## src/rtl/isc_pkg.sv

```systemverilog
// Package: shared types and constants for the interrupt source controller.
// Assumes an 8-bit priority where the all-ones value means masked.
package isc_pkg;
    localparam int PRIO_W = 8;
    localparam logic [PRIO_W-1:0] PRIO_OFF = 8'hFF;

    // Per-source status flags
    typedef struct packed {
        logic asserted;   // level line currently high
        logic sent;       // level source in flight
        logic rejected;   // message source refused, waiting for resend
        logic mpend;      // message source triggered while masked
    } src_stat_t;
endpackage

```

## src/rtl/isc_slot.sv

```systemverilog
// Module: state of one interrupt source. It applies triggers, line changes,
// configuration, reject, end-of-interrupt and scan visits in one cycle, and
// raises a delivery request. Assumes at most one scan visit per cycle and
// that `taken` is asserted only while the request is raised.
module isc_slot
    import isc_pkg::*;
#(
    parameter int SRV_W = 4
) (
    input  logic              clk,
    input  logic              rst_n,
    input  logic              is_lvl,
    input  logic              src_in,
    input  logic              cfg_hit,
    input  logic [SRV_W-1:0]  cfg_srv,
    input  logic [PRIO_W-1:0] cfg_prio,
    input  logic              rej_hit,
    input  logic              eoi_hit,
    input  logic              scan_hit,
    input  logic              taken,
    output logic              want,
    output logic [SRV_W-1:0]  srv,
    output logic [PRIO_W-1:0] prio
);
    src_stat_t         st_q, st_d;
    logic [SRV_W-1:0]  srv_q, srv_d;
    logic [PRIO_W-1:0] prio_q, prio_d;
    logic              want_q, want_d;
    logic              chk;

    // Next-state: apply every event of this cycle in a fixed order
    always_comb begin
        st_d   = st_q;
        srv_d  = srv_q;
        prio_d = prio_q;
        want_d = want_q & ~taken;
        chk    = 1'b0;
        if (is_lvl) begin
            st_d.asserted = src_in;
            if (src_in && !st_q.asserted) chk = 1'b1;
        end else if (src_in) begin
            if (prio_q == PRIO_OFF) st_d.mpend = 1'b1;
            else                    want_d = 1'b1;
        end
        if (rej_hit) begin
            if (is_lvl) st_d.sent = 1'b0;
            else        st_d.rejected = 1'b1;
        end
        if (eoi_hit && is_lvl) st_d.sent = 1'b0;
        if (cfg_hit) begin
            srv_d  = cfg_srv;
            prio_d = cfg_prio;
            if (is_lvl) begin
                chk = 1'b1;
            end else if (st_d.mpend && cfg_prio != PRIO_OFF) begin
                st_d.mpend = 1'b0;
                want_d     = 1'b1;
            end
        end
        if (scan_hit) begin
            if (is_lvl) begin
                chk = 1'b1;
            end else if (st_d.rejected) begin
                st_d.rejected = 1'b0;
                if (prio_d != PRIO_OFF) want_d = 1'b1;
            end
        end
        if (chk && prio_d != PRIO_OFF && st_d.asserted && !st_d.sent) begin
            st_d.sent = 1'b1;
            want_d    = 1'b1;
        end
    end

    // State registers with synchronous reset to the masked state
    always_ff @(posedge clk) begin
        if (!rst_n) begin
            st_q   <= '0;
            srv_q  <= '0;
            prio_q <= PRIO_OFF;
            want_q <= 1'b0;
        end else begin
            st_q   <= st_d;
            srv_q  <= srv_d;
            prio_q <= prio_d;
            want_q <= want_d;
        end
    end

    assign want = want_q;
    assign srv  = srv_q;
    assign prio = prio_q;

    assert_sent_needs_line_R4: assert property (@(posedge clk) disable iff (!rst_n)
        $rose(st_q.sent) |-> (is_lvl && st_q.asserted && prio_q != PRIO_OFF));
    assert_reject_msg_only_R6: assert property (@(posedge clk) disable iff (!rst_n)
        st_q.rejected |-> !is_lvl);
    assert_mpend_msg_only_R3: assert property (@(posedge clk) disable iff (!rst_n)
        st_q.mpend |-> !is_lvl);
endmodule

```

## src/rtl/isc_offer.sv

```systemverilog
// Module: picks the lowest-index requesting source and holds its offer in a
// register until the consumer accepts it. Assumes source requests stay
// raised until taken.
module isc_offer
    import isc_pkg::*;
#(
    parameter int N     = 8,
    parameter int SRV_W = 4,
    parameter int IDX_W = 3
) (
    input  logic                       clk,
    input  logic                       rst_n,
    input  logic [N-1:0]               want,
    input  logic [N-1:0][SRV_W-1:0]    srv_arr,
    input  logic [N-1:0][PRIO_W-1:0]   prio_arr,
    input  logic                       rdy,
    output logic [N-1:0]               taken,
    output logic                       vld,
    output logic [IDX_W-1:0]           idx,
    output logic [SRV_W-1:0]           srv,
    output logic [PRIO_W-1:0]          prio
);
    logic [IDX_W-1:0] pick;
    logic             any;
    logic             load;

    // Lowest-index priority pick
    always_comb begin
        pick = '0;
        any  = 1'b0;
        for (int i = N - 1; i >= 0; i--) begin
            if (want[i]) begin
                pick = IDX_W'(i);
                any  = 1'b1;
            end
        end
    end

    assign load  = any && (!vld || rdy);
    assign taken = load ? (N'(1) << pick) : '0;

    // Offer holding register
    always_ff @(posedge clk) begin
        if (!rst_n) begin
            vld  <= 1'b0;
            idx  <= '0;
            srv  <= '0;
            prio <= PRIO_OFF;
        end else if (load) begin
            vld  <= 1'b1;
            idx  <= pick;
            srv  <= srv_arr[pick];
            prio <= prio_arr[pick];
        end else if (rdy) begin
            vld  <= 1'b0;
        end
    end

    assert_hold_offer_R9: assert property (@(posedge clk) disable iff (!rst_n)
        (vld && !rdy) |=> (vld && $stable(idx) && $stable(srv) && $stable(prio)));
    assert_one_taken_R9: assert property (@(posedge clk) disable iff (!rst_n)
        $onehot0(taken));
endmodule

```

## src/rtl/isc_scan.sv

```systemverilog
// Module: resend walker. It visits source 0 to N-1, one per cycle, and
// pauses while an offer is outstanding. Requests that arrive during a walk
// are dropped.
module isc_scan #(
    parameter int N     = 8,
    parameter int IDX_W = 3
) (
    input  logic         clk,
    input  logic         rst_n,
    input  logic         req,
    input  logic         stall,
    output logic [N-1:0] hit
);
    logic             busy;
    logic [IDX_W-1:0] pos;
    logic             step;

    assign step = busy && !stall;
    assign hit  = step ? (N'(1) << pos) : '0;

    // Walk position and busy flag
    always_ff @(posedge clk) begin
        if (!rst_n) begin
            busy <= 1'b0;
            pos  <= '0;
        end else if (step) begin
            if (pos == IDX_W'(N - 1)) begin
                busy <= 1'b0;
                pos  <= '0;
            end else begin
                pos  <= pos + 1'b1;
            end
        end else if (!busy && req) begin
            busy <= 1'b1;
            pos  <= '0;
        end
    end

    assert_scan_stalls_R10: assert property (@(posedge clk) disable iff (!rst_n)
        (busy && stall) |=> (busy && $stable(pos)));
endmodule

```

## src/rtl/isc_top.sv

```systemverilog
// Module: interrupt source controller top. It decodes global numbers into
// local source strobes, instantiates one slot per source, the resend walker
// and the offer register. Assumes BASE+N fits in NUM_W bits.
module isc_top
    import isc_pkg::*;
#(
    parameter int N     = 8,
    parameter int SRV_W = 4,
    parameter int NUM_W = 16,
    parameter int BASE  = 'h1000,
    localparam int IDX_W = (N < 2) ? 1 : $clog2(N)
) (
    input  logic              clk,
    input  logic              rst_n,
    input  logic [N-1:0]      src_is_lvl,
    input  logic [N-1:0]      src_in,
    input  logic              cfg_we,
    input  logic [IDX_W-1:0]  cfg_idx,
    input  logic [SRV_W-1:0]  cfg_srv,
    input  logic [PRIO_W-1:0] cfg_prio,
    input  logic              rej_vld,
    input  logic [NUM_W-1:0]  rej_num,
    input  logic              eoi_vld,
    input  logic [NUM_W-1:0]  eoi_num,
    input  logic              resend_req,
    output logic              ofr_vld,
    input  logic              ofr_rdy,
    output logic [SRV_W-1:0]  ofr_srv,
    output logic [NUM_W-1:0]  ofr_num,
    output logic [PRIO_W-1:0] ofr_prio
);
    localparam logic [NUM_W-1:0] LO = NUM_W'(BASE);
    localparam logic [NUM_W-1:0] HI = NUM_W'(BASE + N);

    logic [N-1:0]              cfg_hit, rej_hit, eoi_hit, scan_hit, want, taken;
    logic [N-1:0][SRV_W-1:0]   srv_arr;
    logic [N-1:0][PRIO_W-1:0]  prio_arr;
    logic [NUM_W-1:0]          rej_off, eoi_off;
    logic [IDX_W-1:0]          ofr_idx;

    // Window decode of notices into one-hot local strobes
    always_comb begin
        rej_off = rej_num - LO;
        eoi_off = eoi_num - LO;
        rej_hit = (rej_vld && rej_num >= LO && rej_num < HI) ? (N'(1) << rej_off[IDX_W-1:0]) : '0;
        eoi_hit = (eoi_vld && eoi_num >= LO && eoi_num < HI) ? (N'(1) << eoi_off[IDX_W-1:0]) : '0;
        cfg_hit = cfg_we ? (N'(1) << cfg_idx) : '0;
    end

    for (genvar g = 0; g < N; g++) begin : g_src
        isc_slot #(.SRV_W(SRV_W)) i_slot (
            .clk      (clk),
            .rst_n    (rst_n),
            .is_lvl   (src_is_lvl[g]),
            .src_in   (src_in[g]),
            .cfg_hit  (cfg_hit[g]),
            .cfg_srv  (cfg_srv),
            .cfg_prio (cfg_prio),
            .rej_hit  (rej_hit[g]),
            .eoi_hit  (eoi_hit[g]),
            .scan_hit (scan_hit[g]),
            .taken    (taken[g]),
            .want     (want[g]),
            .srv      (srv_arr[g]),
            .prio     (prio_arr[g])
        );
    end

    isc_scan #(.N(N), .IDX_W(IDX_W)) i_scan (
        .clk   (clk),
        .rst_n (rst_n),
        .req   (resend_req),
        .stall (ofr_vld),
        .hit   (scan_hit)
    );

    isc_offer #(.N(N), .SRV_W(SRV_W), .IDX_W(IDX_W)) i_offer (
        .clk      (clk),
        .rst_n    (rst_n),
        .want     (want),
        .srv_arr  (srv_arr),
        .prio_arr (prio_arr),
        .rdy      (ofr_rdy),
        .taken    (taken),
        .vld      (ofr_vld),
        .idx      (ofr_idx),
        .srv      (ofr_srv),
        .prio     (ofr_prio)
    );

    assign ofr_num = LO + NUM_W'(ofr_idx);

    assert_num_in_window_R11: assert property (@(posedge clk) disable iff (!rst_n)
        ofr_vld |-> (ofr_num >= LO && ofr_num < HI));
endmodule

```

## config.mk

```make
export PLATFORM = sky130hd
export DESIGN_NAME = isc_top
export DESIGN_NICKNAME = d
export VERILOG_FILES = /design/src/rtl/isc_pkg.sv /design/src/rtl/isc_slot.sv /design/src/rtl/isc_offer.sv /design/src/rtl/isc_scan.sv /design/src/rtl/isc_top.sv
export SDC_FILE = /design/constraint.sdc
export NUM_CORES = 1
export LEC_CHECK = 0
export BUFFER_PORTS_ARGS = -buffer_cell sky130_fd_sc_hd__buf_2
export CORE_ASPECT_RATIO = 1.1
export CORE_UTILIZATION = 45
export CTS_BUF_LIST = sky130_fd_sc_hd__clkbuf_8
export DETAILED_ROUTE_END_ITERATION = 16
export PLACE_DENSITY_LB_ADDON = 0.2
export SYNTH_ARGS = -nofsm -noshare
export SYNTH_HDL_FRONTEND = slang
export SYNTH_HIERARCHICAL = 1
export SYNTH_SLANG_ARGS = --single-unit
export TNS_END_PERCENT = 50
```

## constraint.sdc

```tcl
create_clock -name clk -period 2.3 [get_ports clk]
set_input_delay 0.23 -clock clk [delete_from_list [all_inputs] [get_ports clk]]
set_output_delay 0.23 -clock clk [all_outputs]
set_load 0.005 [all_outputs]
```

### Word-level counts from Yosys, hierarchy flattened

Index checks and enable logic that the tools add are counted.

| word-level totals | value |
|---|---|
| register bits | 156 |
| input port bits | 70 |
| output and inout port bits | 29 |
| logic and storage cells | 477 |

| cells by class | value |
|---|---|
| add/subtract/negate cells | 4 |
| magnitude comparators | 5 |
| equal/unequal tests | 19 |
| shift operators | 5 |
| mux-type cells | 289 |
| bitwise gates (word level) | 16 |
| reductions and logical operators | 77 |

Operator list:

| kind | number |
|---|---|
| $mux 1 | 253 |
| $mux 8 | 14 |
| $ne 8x8->1 const B | 9 |
| $eq 8x8->1 const B | 8 |
| $logic_and 1x1->1 | 55 |
| $shl 1x3->8 const A | 5 |
| $mux 3 | 11 |
| $ge 16x13->1 const B | 2 |
| $lt 16x13->1 const B | 2 |
| $bmux 8 s3 | 1 |
| $logic_not 1->1 | 18 |
| $mux 2 | 8 |
| $add 13x3->14 const A | 1 |
| $bmux 4 s3 | 1 |
| $and 1x1->1 | 8 |
| $not 1->1 | 8 |
| $sub 3x1->3 const B | 2 |
| $lt 3x4->1 const B | 1 |
| $mux 4 | 1 |
| $reduce_bool 2->1 | 2 |
| $add 3x1->3 const B | 1 |
| $eq 3x3->1 const B | 1 |
| $ne 2x2->1 const B | 1 |
| $reduce_and 2->1 | 1 |
| $logic_or 1x1->1 | 1 |

### Logic depth before layout (Yosys ltp)

Gate-level depths: netlist of run 1.

| depth | value |
|---|---|
| depth in word-level cells | 23 |
| depth in mapped cells | 8 |
| depth with buffers taken out | 8 |

### Cells and area by module

Netlist of run 1, hierarchy kept.

Modules (own cells, without submodules):

| module | times used | cells an instance | area an instance (um2) | seq. area each (um2) |
|---|---|---|---|---|
| isc_slot | 8 | 79 | 758.2 | 340.3 |
| isc_offer | 1 | 155 | 1372.6 | 320.3 |
| isc_top | 1 | 64 | 409.1 | 0.0 |
| isc_scan | 1 | 42 | 326.6 | 80.1 |

### Least setup slack after synthesis of run 1

No wires, ideal clock.

| timing path | value |
|---|---|
| path kind | flip-flop to flip-flop |
| from | register g_src[3].i_slot.want_q |
| to | register i_offer.srv[1] |
| setup time | 0.133 ns |
| arrival time | 1.808 ns |
| required time | 2.167 ns |
| path slack | 0.359 ns |
| cell stages (with the launch flop) | 7 |
| buffers on the path | 1 |
| period minus slack after synthesis | 1.941 ns |
| path through | dfxtp_1 nor2_1 a211oi_4 buf_6 mux2_2 a222oi_1 o22ai_1 |

| between the ends | value |
|---|---|
| word-level cells in the longest chain between the ends | 6 |
| elaborated cells on any way between the ends | 11 |
| classes of those cells | mux (10); reduce/logical (1) |

RTL lines:

| item | RTL line | text |
|---|---|---|
| start, declared | isc_slot.sv:28 | `logic want_q, want_d;` |
| start signal, assigned | isc_slot.sv:85 | `want_q <= want_d;` |
| $mux 3 (4 in series) | isc_offer.sv:32 | `if (want[i]) begin` |
| $bmux 4 s3 | isc_offer.sv:52 | `srv <= srv_arr[pick];` |
| $mux 4 (implied by the code) | isc_offer.sv:52 |  |
| end signal, assigned | isc_offer.sv:52 |  |
| end, declared | isc_offer.sv:20 | `output logic [SRV_W-1:0] srv,` |

Several ways; a longest one is shown, not always the timed one. The select of a mux whose other input is x is not followed.
A chain may end at the register's enable or synchronous reset.

### Final worst setup path of run 1

| timing path | value |
|---|---|
| from | register g_src[3].i_slot.want_q |
| to | register i_offer.prio[5] |

| between the ends | value |
|---|---|
| word-level cells in the longest chain between the ends | 6 |
| elaborated cells on any way between the ends | 11 |
| classes of those cells | mux (10); reduce/logical (1) |

RTL lines:

| item | RTL line | text |
|---|---|---|
| $mux 3 (4 in series) | isc_offer.sv:32 |  |
| $bmux 8 s3 | isc_offer.sv:53 | `prio <= prio_arr[pick];` |
| $mux 8 (implied by the code) | isc_offer.sv:53 |  |
| end signal, assigned | isc_offer.sv:53 |  |
| end, declared | isc_offer.sv:21 | `output logic [PRIO_W-1:0] prio` |

Several ways; a longest one is shown, not always the timed one. The select of a mux whose other input is x is not followed.

==> summary.txt, run 1 <==
Finish
  – Layout cell share with drive strength beyond 1: 0.215
  – Post-Layout Cell Count: 1242
  – Inserted Diodes: 0
  – Fillers: 1764
  – Fin nets: 1067
  – Layout area overhead: 13.6%

Route
  – Drt drc: 0
  – Total Wirelength: 23100 µm
  – DRC violation total after the first TritonRoute iteration: 634
  – Via/cell ratio: 5.73
  – TritonRoute pass-1 iters: 6
  – Vias: 7122
  – WL per Instance: 18.6 µm
  – Antenna Nets Post-Route: 0

CTS
  – Total CTS buffers: 17
  – H-tree Lvls: 4
  – TritonCTS clock tree: yes
  – Setup bufs post-CTS: 0
  – Clk slew on worst S/H paths: 0.09 ns
  – CTS resizes: 0
  – Clk_lat worst skew: 0.46 ns
  – Hold-fix buffers, CTS: 0
  – Clk sink count: 156
  – Clock Path Buffers: 2
  – CTS Root Buffer Type: clkbuf_8

Floorplan
  – Row cnt: 51
  – Initial core utilization: 0.461
  – Die ar.: 18700 µm²
  – Die width: 131 µm
  – Die H: 143 µm
  – Io pins: 99
  – CORE AREA: 17700 µm²

Worst setup path
  – CP Capture Type: register
  – CP Class: reg -> reg
  – Arrival time of the worst setup path: 2.46 ns
  – Critical path peak fanout: 26
  – Slowest CP cell: dfxtp_1
  – Max stage delay on crit path: 0.45 ns
  – WP data required: 2.62 ns
  – Startpoint type of the worst setup path: register
  – Critical Path, Cell by Cell: nor2_1 -> a211oi_4 -> buf_12 -> mux2_2 -> a222oi_1 -> o2111ai_1

Power
  – Leak: 3.41 nW
  – Max IR drop VDD: 373 µV
  – Pwr dens: 677 nW/µm²
  – Total design power: 6.28 mW

Synthesis
  – EDFF count, synth: 0
  – Register area share after synthesis: 0.382
  – Mapped Cells: 893
  – Netlist cell types: 60
  – YS warnings: 6
  – Mean Syn Cell Area: 9.15 µm²
  – Ys async rst share: 0
  – Post-Synthesis Cell Area: 8170 µm²
  – FF+latch count, synth: 156
  – Most used DFF post-synth: dfxtp_1

Timing
  – Slew @ Worst Pin: 0.740 ns
  – # setup viols final: 0
  – F_max: 468 MHz
  – Slew headroom: 0.506
  – Tcrit/Tclk final: 0.929
  – Fin. Hold Viols: 0
  – RSZ-0062 raised after global routing: false
  – Minimum clock period: 2.14 ns
  – Final setup TNS: 0 ns
  – Max Slew Vio Count: 0
  – Skew final: 0.0110 ns

Place
  – Cell count after placement: 1210
  – Gpl congestion: 0.840
  – Detailed placement HPWL: 17200 µm
  – Number of port buffers: 85

Hold path
  – Hold WC Path Type: in -> reg

Global route
  – Antenna violations before repair: 0
  – Remaining Overflow, GRT: 0
  – Largest net degree at the start of global routing: 39
  – First-pass GRT wire length: 35600 µm
  – All-layer global routing usage: 0.254
  – Vias in the first global route: 6497

Job
  – Max capacitance violation total: 0

Run status
  – Outcome: complete, no violations
==> through the flow <==
step                hold slack [ns]   util  area, µm²  worst slack [ns]
detailed placement            0.445  0.503       8920             0.232
finish                       0.0700  0.524       9290             0.163
CTS                          0.0496  0.524       9290             0.213
global route                 0.0579  0.524       9290            0.0500
global placement              0.438  0.503       8920             0.268
floorplan                     0.339      -       8220             0.359
==> logic make-up (layout without fill, tap and decap cells) <==
group | count (synthesis) | after routing | synth area share
AOI/OAI and AO/OA | 170 | 170 | 0.172
adders and majority gates | 6 | 6 | 0.00918
buffers and inverters | 74 | 174 | 0.0458
DFF | 156 | 156 | 0.382
muxes | 121 | 121 | 0.151
other | 2 | 13 | 0.000919
and+or+nand+nor | 364 | 364 | 0.239
==> cells in the mapped netlist (16+ instances only) <==
library cell,number,share of area
o21ai_0,18,0.011
nor2_1,94,0.043
buf_2,16,0.0098
nand2_1,128,0.059
mux2_2,16,0.022
a21oi_1,37,0.023
a211oi_1,24,0.022
mux2i_1,105,0.13
and4_1,16,0.017
inv_1,29,0.013
and4_4,16,0.022
dfxtp_1,156,0.38
nor3_1,18,0.011
nor2b_1,27,0.021
==> worst max-delay path: cells and delay by family, from the launching register on <==
kind                   cells  cell delay [ns]
AOI/OAI and AO/OA          3             0.81
DFF                        1             0.45
muxes                      1             0.37
buffers and inverters      1             0.23
and+or+nand+nor            1             0.13
==> registers in the layout (all words and copies together), names as in the netlist <==
| name | count |
|---|---|
| g_src.i_slot/prio | 64 |
| g_src.i_slot/srv | 32 |
| g_src.i_slot/want | 8 |
| i_offer/srv | 4 |
| i_offer/vld | 1 |
| g_src.i_slot/st_q | 32 |
| i_scan/pos | 3 |
| i_scan/busy | 1 |
| i_offer/idx | 3 |
| i_offer/prio | 8 |
==> area by class of cell <==
| class | instances | area, µm² | share of cell area |
|---|---|---|---|
| Tap cell | 238 | 298 | 0.0321 |
| Inverter | 29 | 109 | 0.0117 |
| Clock inverter | 14 | 120 | 0.0129 |
| Timing Repair Buffer | 113 | 661 | 0.0711 |
| Sequential cell | 156 | 3120 | 0.336 |
| Clock buffer | 18 | 248 | 0.0267 |
| Multi-Input combinational cell | 674 | 4730 | 0.509 |
==> layout by cell type, fill, tap and decap left out, types with 18 or more instances in the layout <==
cell type and n:
dfxtp_1 156, nand2_1 128, mux2i_1 105, nor2_1 93, buf_2 85, a21oi_1 37
inv_1 31, nor2b_1 27, buf_4 26, a211oi_1 24, clkbuf_8 18, o21ai_0 18
==> worst paths after layout <==
kind | slack, ns | cells past startpoint | endpoint | start
setup reg to reg | 0.16 | 6 | i_offer/prio[5] | g_src[3].i_slot/want
hold reg to reg | 0.46 | 2 | g_src[0].i_slot/st_q[3] | g_src[0].i_slot/st_q[3]
hold / removal | 0.07 | 4 | i_scan/pos[1] | resend_req
setup / recovery | 0.16 | 6 | i_offer/prio[5] | g_src[3].i_slot/want
==> where the power goes <==
group,internal (mW),leakage (nW),switching (mW),total [mW]
logic,0.570,1.95,0.770,1.34
clock network,0.886,0.193,1.09,1.97
registers,2.85,1.27,0.120,2.97
==> layer usage <==
metal  part of all wire  vias up  global-route usage
li1                   -     3433                   -
met1               0.45     3409               0.351
met2               0.46      251               0.392
met3              0.063       29              0.0480
met4              0.024        0              0.0889
met5                  0        -                   0
No activity file was read; power rests on OpenSTA's default activity.
==> run 2: changes to the inputs <==
--- a/config.mk
+++ b/config.mk
@@ -11,6 +11,7 @@
 export CTS_BUF_LIST = sky130_fd_sc_hd__clkbuf_8
 export DETAILED_ROUTE_END_ITERATION = 16
 export PLACE_DENSITY_LB_ADDON = 0.2
+export SLEW_MARGIN = 20
 export SYNTH_ARGS = -nofsm -noshare
 export SYNTH_HDL_FRONTEND = slang
 export SYNTH_HIERARCHICAL = 1
==> constraint.sdc (replaced) <==
create_clock -name clk -period 2.5 [get_ports clk]
set_input_delay 0.25 -clock clk [delete_from_list [all_inputs] [get_ports clk]]
set_output_delay 0.25 -clock clk [all_outputs]
set_load 0.005 [all_outputs]
==> run 2 against run 1 <==
Compared with the run above:
- global-route usage grew 0.40 points
- worst setup slack improved by 0.16 ns
- sequential share of layout area grew 0.21 points
- clock skew is 0.0089 ns higher
- non-clock buffer count decreased by 7
- clock power decreased by 2%
- hold slack gained 0.028 ns
- via count is 1.0% lower
- die area did not move
- register-to-register slack gained 0.16 ns
- utilization shrank 0.32 points
- largest cell class unchanged
==> summary.txt, run 2 (same netlist as run 1, synthesis figures left out) <==
Power
  – Total design power: 5.86 mW (was 6.28 mW)
  – Max IR drop VDD: 328 µV (was 373 µV)
  – Leak: 3.39 nW (was 3.41 nW)
  – Pwr dens: 635 nW/µm² (was 677 nW/µm²)

CTS
  – Hold-fix buffers, CTS: 0 (unchanged)
  – Setup bufs post-CTS: 0 (unchanged)
  – CTS resizes: 0 (unchanged)
  – Total CTS buffers: 17 (unchanged)
  – Clk sink count: 156 (unchanged)
  – H-tree Lvls: 4 (unchanged)
  – Clk slew on worst S/H paths: 0.09 ns (about the same)
  – Clock Path Buffers: 2 (unchanged)
  – Clk_lat worst skew: 0.46 ns (about the same)
  – TritonCTS clock tree: yes (unchanged)
  – CTS Root Buffer Type: clkbuf_8 (unchanged)

Finish
  – Inserted Diodes: 0 (unchanged)
  – Most frequent cells in the layout: dfxtp_1 (156), nand2_1 (128), mux2i_1 (105) (unchanged)
  – Reg with most FFs: g_src.i_slot/prio (unchanged)
  – Most common cell after layout, fill and taps aside: dfxtp_1 (unchanged)
  – Layout cell share with drive strength beyond 1: 0.207 (was 0.215)
  – Layout area overhead: 12.9% (was 13.6%)
  – Fin area: 9230 µm² (was 9290 µm²)
  – Largest regs: g_src.i_slot/prio x64, g_src.i_slot/srv x32, g_src.i_slot/st_q x32 (unchanged)
  – Max reg flops: 64 (unchanged)
  – Fin nets: 1060 (was 1067)

Timing
  – Min Hold Slack: 0.0979 ns (was 0.0700 ns)
  – Tcrit/Tclk final: 0.870 (was 0.929)
  – F_max: 460 MHz (was 468 MHz)
  – Skew final: 0.0199 ns (was 0.0110 ns)
  – Slew headroom: 0.481 (was 0.506)
  – Max Slew Vio Count: 0 (unchanged)
  – Slew @ Worst Pin: 0.777 ns (was 0.740 ns)
  – Minimum clock period: 2.17 ns (was 2.14 ns)
  – # setup viols final: 0 (unchanged)
  – RSZ-0062 raised after global routing: false (unchanged)
  – Fin. Hold Viols: 0 (unchanged)
  – Final setup TNS: 0 ns (unchanged)

Global route
  – Remaining Overflow, GRT: 0 (unchanged)
  – All-layer global routing usage: 0.258 (was 0.254)
  – Antenna violations before repair: 0 (unchanged)
  – Vias in the first global route: 6353 (was 6497)
  – Largest net degree at the start of global routing: 30 (was 39)
  – First-pass GRT wire length: 36000 µm (was 35600 µm)

Worst setup path
  – Critical path peak fanout: 26 (unchanged)
  – CP Buf/Inv Count: 1 (unchanged)
  – Critical Path, Cell by Cell: nor2_1 -> a211oi_4 -> buf_4 -> mux2_2 -> a222oi_1 -> o2111ai_1 (was nor2_1 -> a211oi_4 -> buf_12 -> mux2_2 -> a222oi_1 -> o2111ai_1)
  – Max stage delay on crit path: 0.44 ns (was 0.45 ns)
  – Flop2flop setup slack: 0.33 ns (was 0.16 ns)
  – WP data required: 2.83 ns (was 2.62 ns)
  – Startpoint type of the worst setup path: register (unchanged)
  – Slowest CP cell: dfxtp_1 (unchanged)
  – Arrival time of the worst setup path: 2.51 ns (was 2.46 ns)
  – CP Class: reg -> reg (unchanged)
  – CP Capture Type: register (unchanged)
  – CP top delay family: compound AO/OA/AOI/OAI gates (unchanged)

Route
  – DRC violation total after the first TritonRoute iteration: 767 (was 634)
  – Vias: 7051 (was 7122)
  – Via/cell ratio: 5.71 (was 5.73)
  – Total Wirelength: 23500 µm (was 23100 µm)
  – Antenna Nets Post-Route: 0 (unchanged)
  – WL per Instance: 19.0 µm (was 18.6 µm)
  – TritonRoute pass-1 iters: 7 (was 6)
  – Drt drc: 0 (unchanged)

Job
  – Max capacitance violation total: 0 (unchanged)

Floorplan
  – Initial core utilization: 0.461 (unchanged)
  – Row cnt: 51 (unchanged)
  – Io pins: 99 (unchanged)
  – CORE AREA: 17700 µm² (unchanged)
  – Die width: 131 µm (unchanged)
  – Die ar.: 18700 µm² (unchanged)
  – Die H: 143 µm (unchanged)

Place
  – DP Area: 8840 µm² (was 8920 µm²)
  – Detailed placement HPWL: 17300 µm (was 17200 µm)
  – Gpl congestion: 0.859 (was 0.840)
  – Number of port buffers: 85 (unchanged)

Hold path
  – Hold WC Path Type: in -> reg (unchanged)

Run status
  – Outcome: complete, no violations (unchanged)
==> run 2: tightest hold or removal path, cell delays in order <==
cell and delay [ns]:
buf_2 0.07, nor2_1 0.06, nand2_1 0.07, a31oi_1 0.06
==> run 2: cell type report <==
cell class,instances,area [µm²]
timing repair buffer,106,583
clock inverter,14,155
inverter,29,109
clock buffer,17,234
fill,1698,8510
multi-input combinational,674,4730
tap,238,298
sequential,156,3120
==> run 2: where the power goes <==
part	switching, mW	internal (mW)	total [mW]	leakage [nW]
combinational	0.703	0.492	1.19	1.90
sequential	0.117	2.62	2.74	1.27
clock	0.962	0.971	1.93	0.215
==> run 2: path summary, 6_finish.rpt <==
kind                                         startpoint                      end  depth (start not counted)
worst min register to register  g_src[0].i_slot/st_q[3]  g_src[0].i_slot/st_q[3]                          2
worst min-delay path                         resend_req            i_scan/pos[1]                          4
worst max register to register     g_src[3].i_slot/want          i_offer/prio[3]                          6
worst max-delay path               g_src[3].i_slot/want          i_offer/prio[3]                          6
==> run 2: routing by layer <==
metal | GRT usage | routed length [µm] | vias to the layer above | part of all wire
li1 | - | - | 3416 | -
met1 | 0.365 | 10900 | 3356 | 0.46
met2 | 0.390 | 10600 | 240 | 0.45
met3 | 0.0450 | 1400 | 39 | 0.060
met4 | 0.0944 | 574 | 0 | 0.024
met5 | 0 | 0 | - | 0
==> run 2: metrics by stage <==
step / std cells / setup WS (ns) / utilization
floorplan: 904 / 0.559 / -
global placement: 1203 / 0.386 / 0.499
detailed placement: 1203 / 0.350 / 0.499
CTS: 1234 / 0.336 / 0.520
global route: 1234 / 0.138 / 0.520
finish: 1234 / 0.326 / 0.520
==> run 3: changes to the inputs <==
==> constraint.sdc (replaced) <==
create_clock -name clk -period 2.1 [get_ports clk]
set_input_delay 0.21 -clock clk [delete_from_list [all_inputs] [get_ports clk]]
set_output_delay 0.21 -clock clk [all_outputs]
set_load 0.005 [all_outputs]
==> run 3 against run 2 <==
Compared with the run above:
- non-clock buffer count is 15 higher
- register-to-register slack got worse by 0.22 ns
- flip-flop and latch count is the same
- highest routed layer unchanged
- combinational power up 29%
- utilization rose by 0.86 points
- critical path type unchanged
- count of clock-buffer cells in the layout grew 1
- sequential share of layout area decreased by 0.52 points
- via count increased by 1.2%
==> summary.txt, run 3 (same netlist as run 1, synthesis figures left out) <==
Run status
  – Outcome: complete, no violations (unchanged)

Route
  – Antenna Nets Post-Route: 0 (unchanged)
  – WL per Instance: 19.0 µm (about the same)
  – Drt drc: 0 (unchanged)
  – Via/cell ratio: 5.71 (about the same)
  – Vias: 7136 (was 7051)
  – Total Wirelength: 23700 µm (was 23500 µm)
  – TritonRoute pass-1 iters: 7 (unchanged)
  – DRC violation total after the first TritonRoute iteration: 682 (was 767)

CTS
  – Clk slew on worst S/H paths: 0.09 ns (about the same)
  – H-tree Lvls: 4 (unchanged)
  – Clock Path Buffers: 2 (unchanged)
  – Clk sink count: 156 (unchanged)
  – TritonCTS clock tree: yes (unchanged)
  – Clk_lat worst skew: 0.45 ns (was 0.46 ns)
  – CTS Root Buffer Type: clkbuf_8 (unchanged)
  – Total CTS buffers: 17 (unchanged)
  – Hold-fix buffers, CTS: 0 (unchanged)

Global route
  – Remaining Overflow, GRT: 0 (unchanged)
  – First-pass GRT wire length: 36400 µm (was 36000 µm)
  – All-layer global routing usage: 0.260 (was 0.258)
  – Antenna violations before repair: 0 (unchanged)
  – Largest net degree at the start of global routing: 46 (was 30)
  – Vias in the first global route: 6442 (was 6353)

Worst setup path
  – Critical path peak fanout: 13 (was 26)
  – Critical Path, Cell by Cell: nand2b_1 -> a211oi_4 -> buf_12 -> mux2_2 -> a222oi_1 -> o2111ai_1 (was nor2_1 -> a211oi_4 -> buf_4 -> mux2_2 -> a222oi_1 -> o2111ai_1)
  – Flop2flop setup slack: 0.11 ns (was 0.33 ns)
  – Slowest CP cell: mux2_2 (was dfxtp_1)
  – Startpoint type of the worst setup path: register (unchanged)
  – Worst r2r src: g_src[6].i_slot/want (was g_src[3].i_slot/want)
  – CP Class: reg -> reg (unchanged)
  – Max stage delay on crit path: 0.36 ns (was 0.44 ns)
  – Arrival time of the worst setup path: 2.32 ns (was 2.51 ns)
  – Worst Setup EP: i_offer/prio[5] (was i_offer/prio[3])
  – WP data required: 2.42 ns (was 2.83 ns)
  – CP Capture Type: register (unchanged)
  – Reg-to-Reg End: i_offer/prio[5] (was i_offer/prio[3])
  – CP Launch Point: g_src[6].i_slot/want (was g_src[3].i_slot/want)
  – Reg2Reg Depth: 6 (unchanged)

Timing
  – Slew headroom: 0.671 (was 0.481)
  – Fin. Hold Viols: 0 (unchanged)
  – Setup ws final: 0.107 ns (was 0.326 ns)
  – Max Slew Vio Count: 0 (unchanged)
  – RSZ-0062 raised after global routing: false (unchanged)
  – F_max: 502 MHz (was 460 MHz)
  – Tcrit/Tclk final: 0.949 (was 0.870)
  – # setup viols final: 0 (unchanged)
  – Skew final: 0.0106 ns (was 0.0199 ns)
  – Final setup TNS: 0 ns (unchanged)
  – Minimum clock period: 1.99 ns (was 2.17 ns)
  – Slew @ Worst Pin: 0.489 ns (was 0.777 ns)

Floorplan
  – Row cnt: 51 (unchanged)
  – CORE AREA: 17700 µm² (unchanged)
  – Die ar.: 18700 µm² (unchanged)
  – Die width: 131 µm (unchanged)
  – Io pins: 99 (unchanged)
  – Initial core utilization: 0.461 (unchanged)
  – Die H: 143 µm (unchanged)

Finish
  – Most common cell after layout, fill and taps aside: dfxtp_1 (unchanged)
  – Inserted Diodes: 0 (unchanged)
  – Fin nets: 1075 (was 1060)
  – Largest regs: g_src.i_slot/prio x64, g_src.i_slot/srv x32, g_src.i_slot/st_q x32 (unchanged)
  – Layout area overhead: 14.8% (was 12.9%)
  – Most frequent cells in the layout: dfxtp_1 (154), nand2_1 (128), mux2i_1 (105) (was dfxtp_1 (156), nand2_1 (128), mux2i_1 (105))
  – Max reg flops: 64 (unchanged)
  – Layout cell share with drive strength beyond 1: 0.224 (was 0.207)
  – Post-Layout Cell Count: 1250 (was 1234)
  – Reg with most FFs: g_src.i_slot/prio (unchanged)

Job
  – Max capacitance violation total: 0 (unchanged)

Place
  – Place WS: 0.0555 ns (was 0.350 ns)
  – Cell count after placement: 1216 (was 1203)
  – Detailed placement HPWL: 17300 µm (about the same)
  – Number of port buffers: 85 (unchanged)
  – Gpl congestion: 0.870 (was 0.859)

Power
  – Power share of the combinational group: 0.222 (was 0.204)
  – Net Sw Frac: 0.315 (was 0.304)
  – Pint: 4.75 mW (was 4.08 mW)
  – Max IR drop VDD: 415 µV (was 328 µV)
  – Leak: 3.45 nW (was 3.39 nW)
  – Clk pwr share: 0.309 (was 0.330)
  – Reg power frac: 0.469 (was 0.467)
  – Pwr dens: 739 nW/µm² (was 635 nW/µm²)
  – Switching Power: 2.19 mW (was 1.78 mW)

Hold path
  – Hold WC Path Type: in -> reg (unchanged)
run 3: cell type report:
class	count	area (µm²)
multi-input combinational	674	4730
clock buffer	18	248
tap	238	298
inverter	29	109
clock inverter	14	120
timing repair buffer	121	751
fill	1723	8350
sequential	156	3130
run 3: per-layer routing:
layer,vias up,global-route usage,wire length [µm]
li1,3434,-,-
met5,-,0,0
met1,3400,0.361,10800
met3,31,0.0339,1300
met4,0,0.0974,508
met2,271,0.409,11200
run 3: how the worst min path moves through the flow:
stage	from	end	slack, ns	depth (start not counted)
after detailed placement	g_src[4].i_slot/st_q[3]	g_src[4].i_slot/st_q[3]	0.44	2
after CTS	resend_req	i_scan/pos[1]	0.04	4
after global placement	g_src[3].i_slot/st_q[3]	g_src[3].i_slot/st_q[3]	0.44	2
after global routing	resend_req	i_scan/busy	0.06	3
after floorplan	rst_n	i_scan/pos[1]	0.32	2
final	resend_req	i_scan/pos[1]	0.07	4
run 3: worst max-delay path: cells and delay by family (launching register included):
family | cells | cell delay [ns]
flops | 1 | 0.34
simple gates | 1 | 0.20
mux | 1 | 0.36
buf+inv | 1 | 0.19
compound gates | 3 | 0.76
run 3: per-stage QoR:
stage | power [mW] | area, µm² | hold slack [ns] | utilization
after global placement | 4.78 | 8980 | 0.439 | 0.506
final | 6.94 | 9390 | 0.0666 | 0.529
after floorplan | 4.22 | 8220 | 0.319 | -
after CTS | 6.92 | 9350 | 0.0434 | 0.527
after global routing | 7.25 | 9390 | 0.0579 | 0.529
after detailed placement | 4.79 | 8980 | 0.442 | 0.506
run 3: timing repair:
item,4_1_cts,5_1_grt
setup buffers,0,1
resized for setup,0,3
hold endpoints to repair,0,0
endpoints found under the setup margin,0,8
run 3: power groups by stage:
stage	logic (mW)	registers, mW	clock network, mW
6_report	1.54	3.26	2.15
5_1_grt	1.66	3.27	2.32
4_1_cts	1.48	3.25	2.19
3_5_place_dp	1.48	3.31	0
3_3_place_gp	1.46	3.32	0
2_1_floorplan	0.935	3.28	0
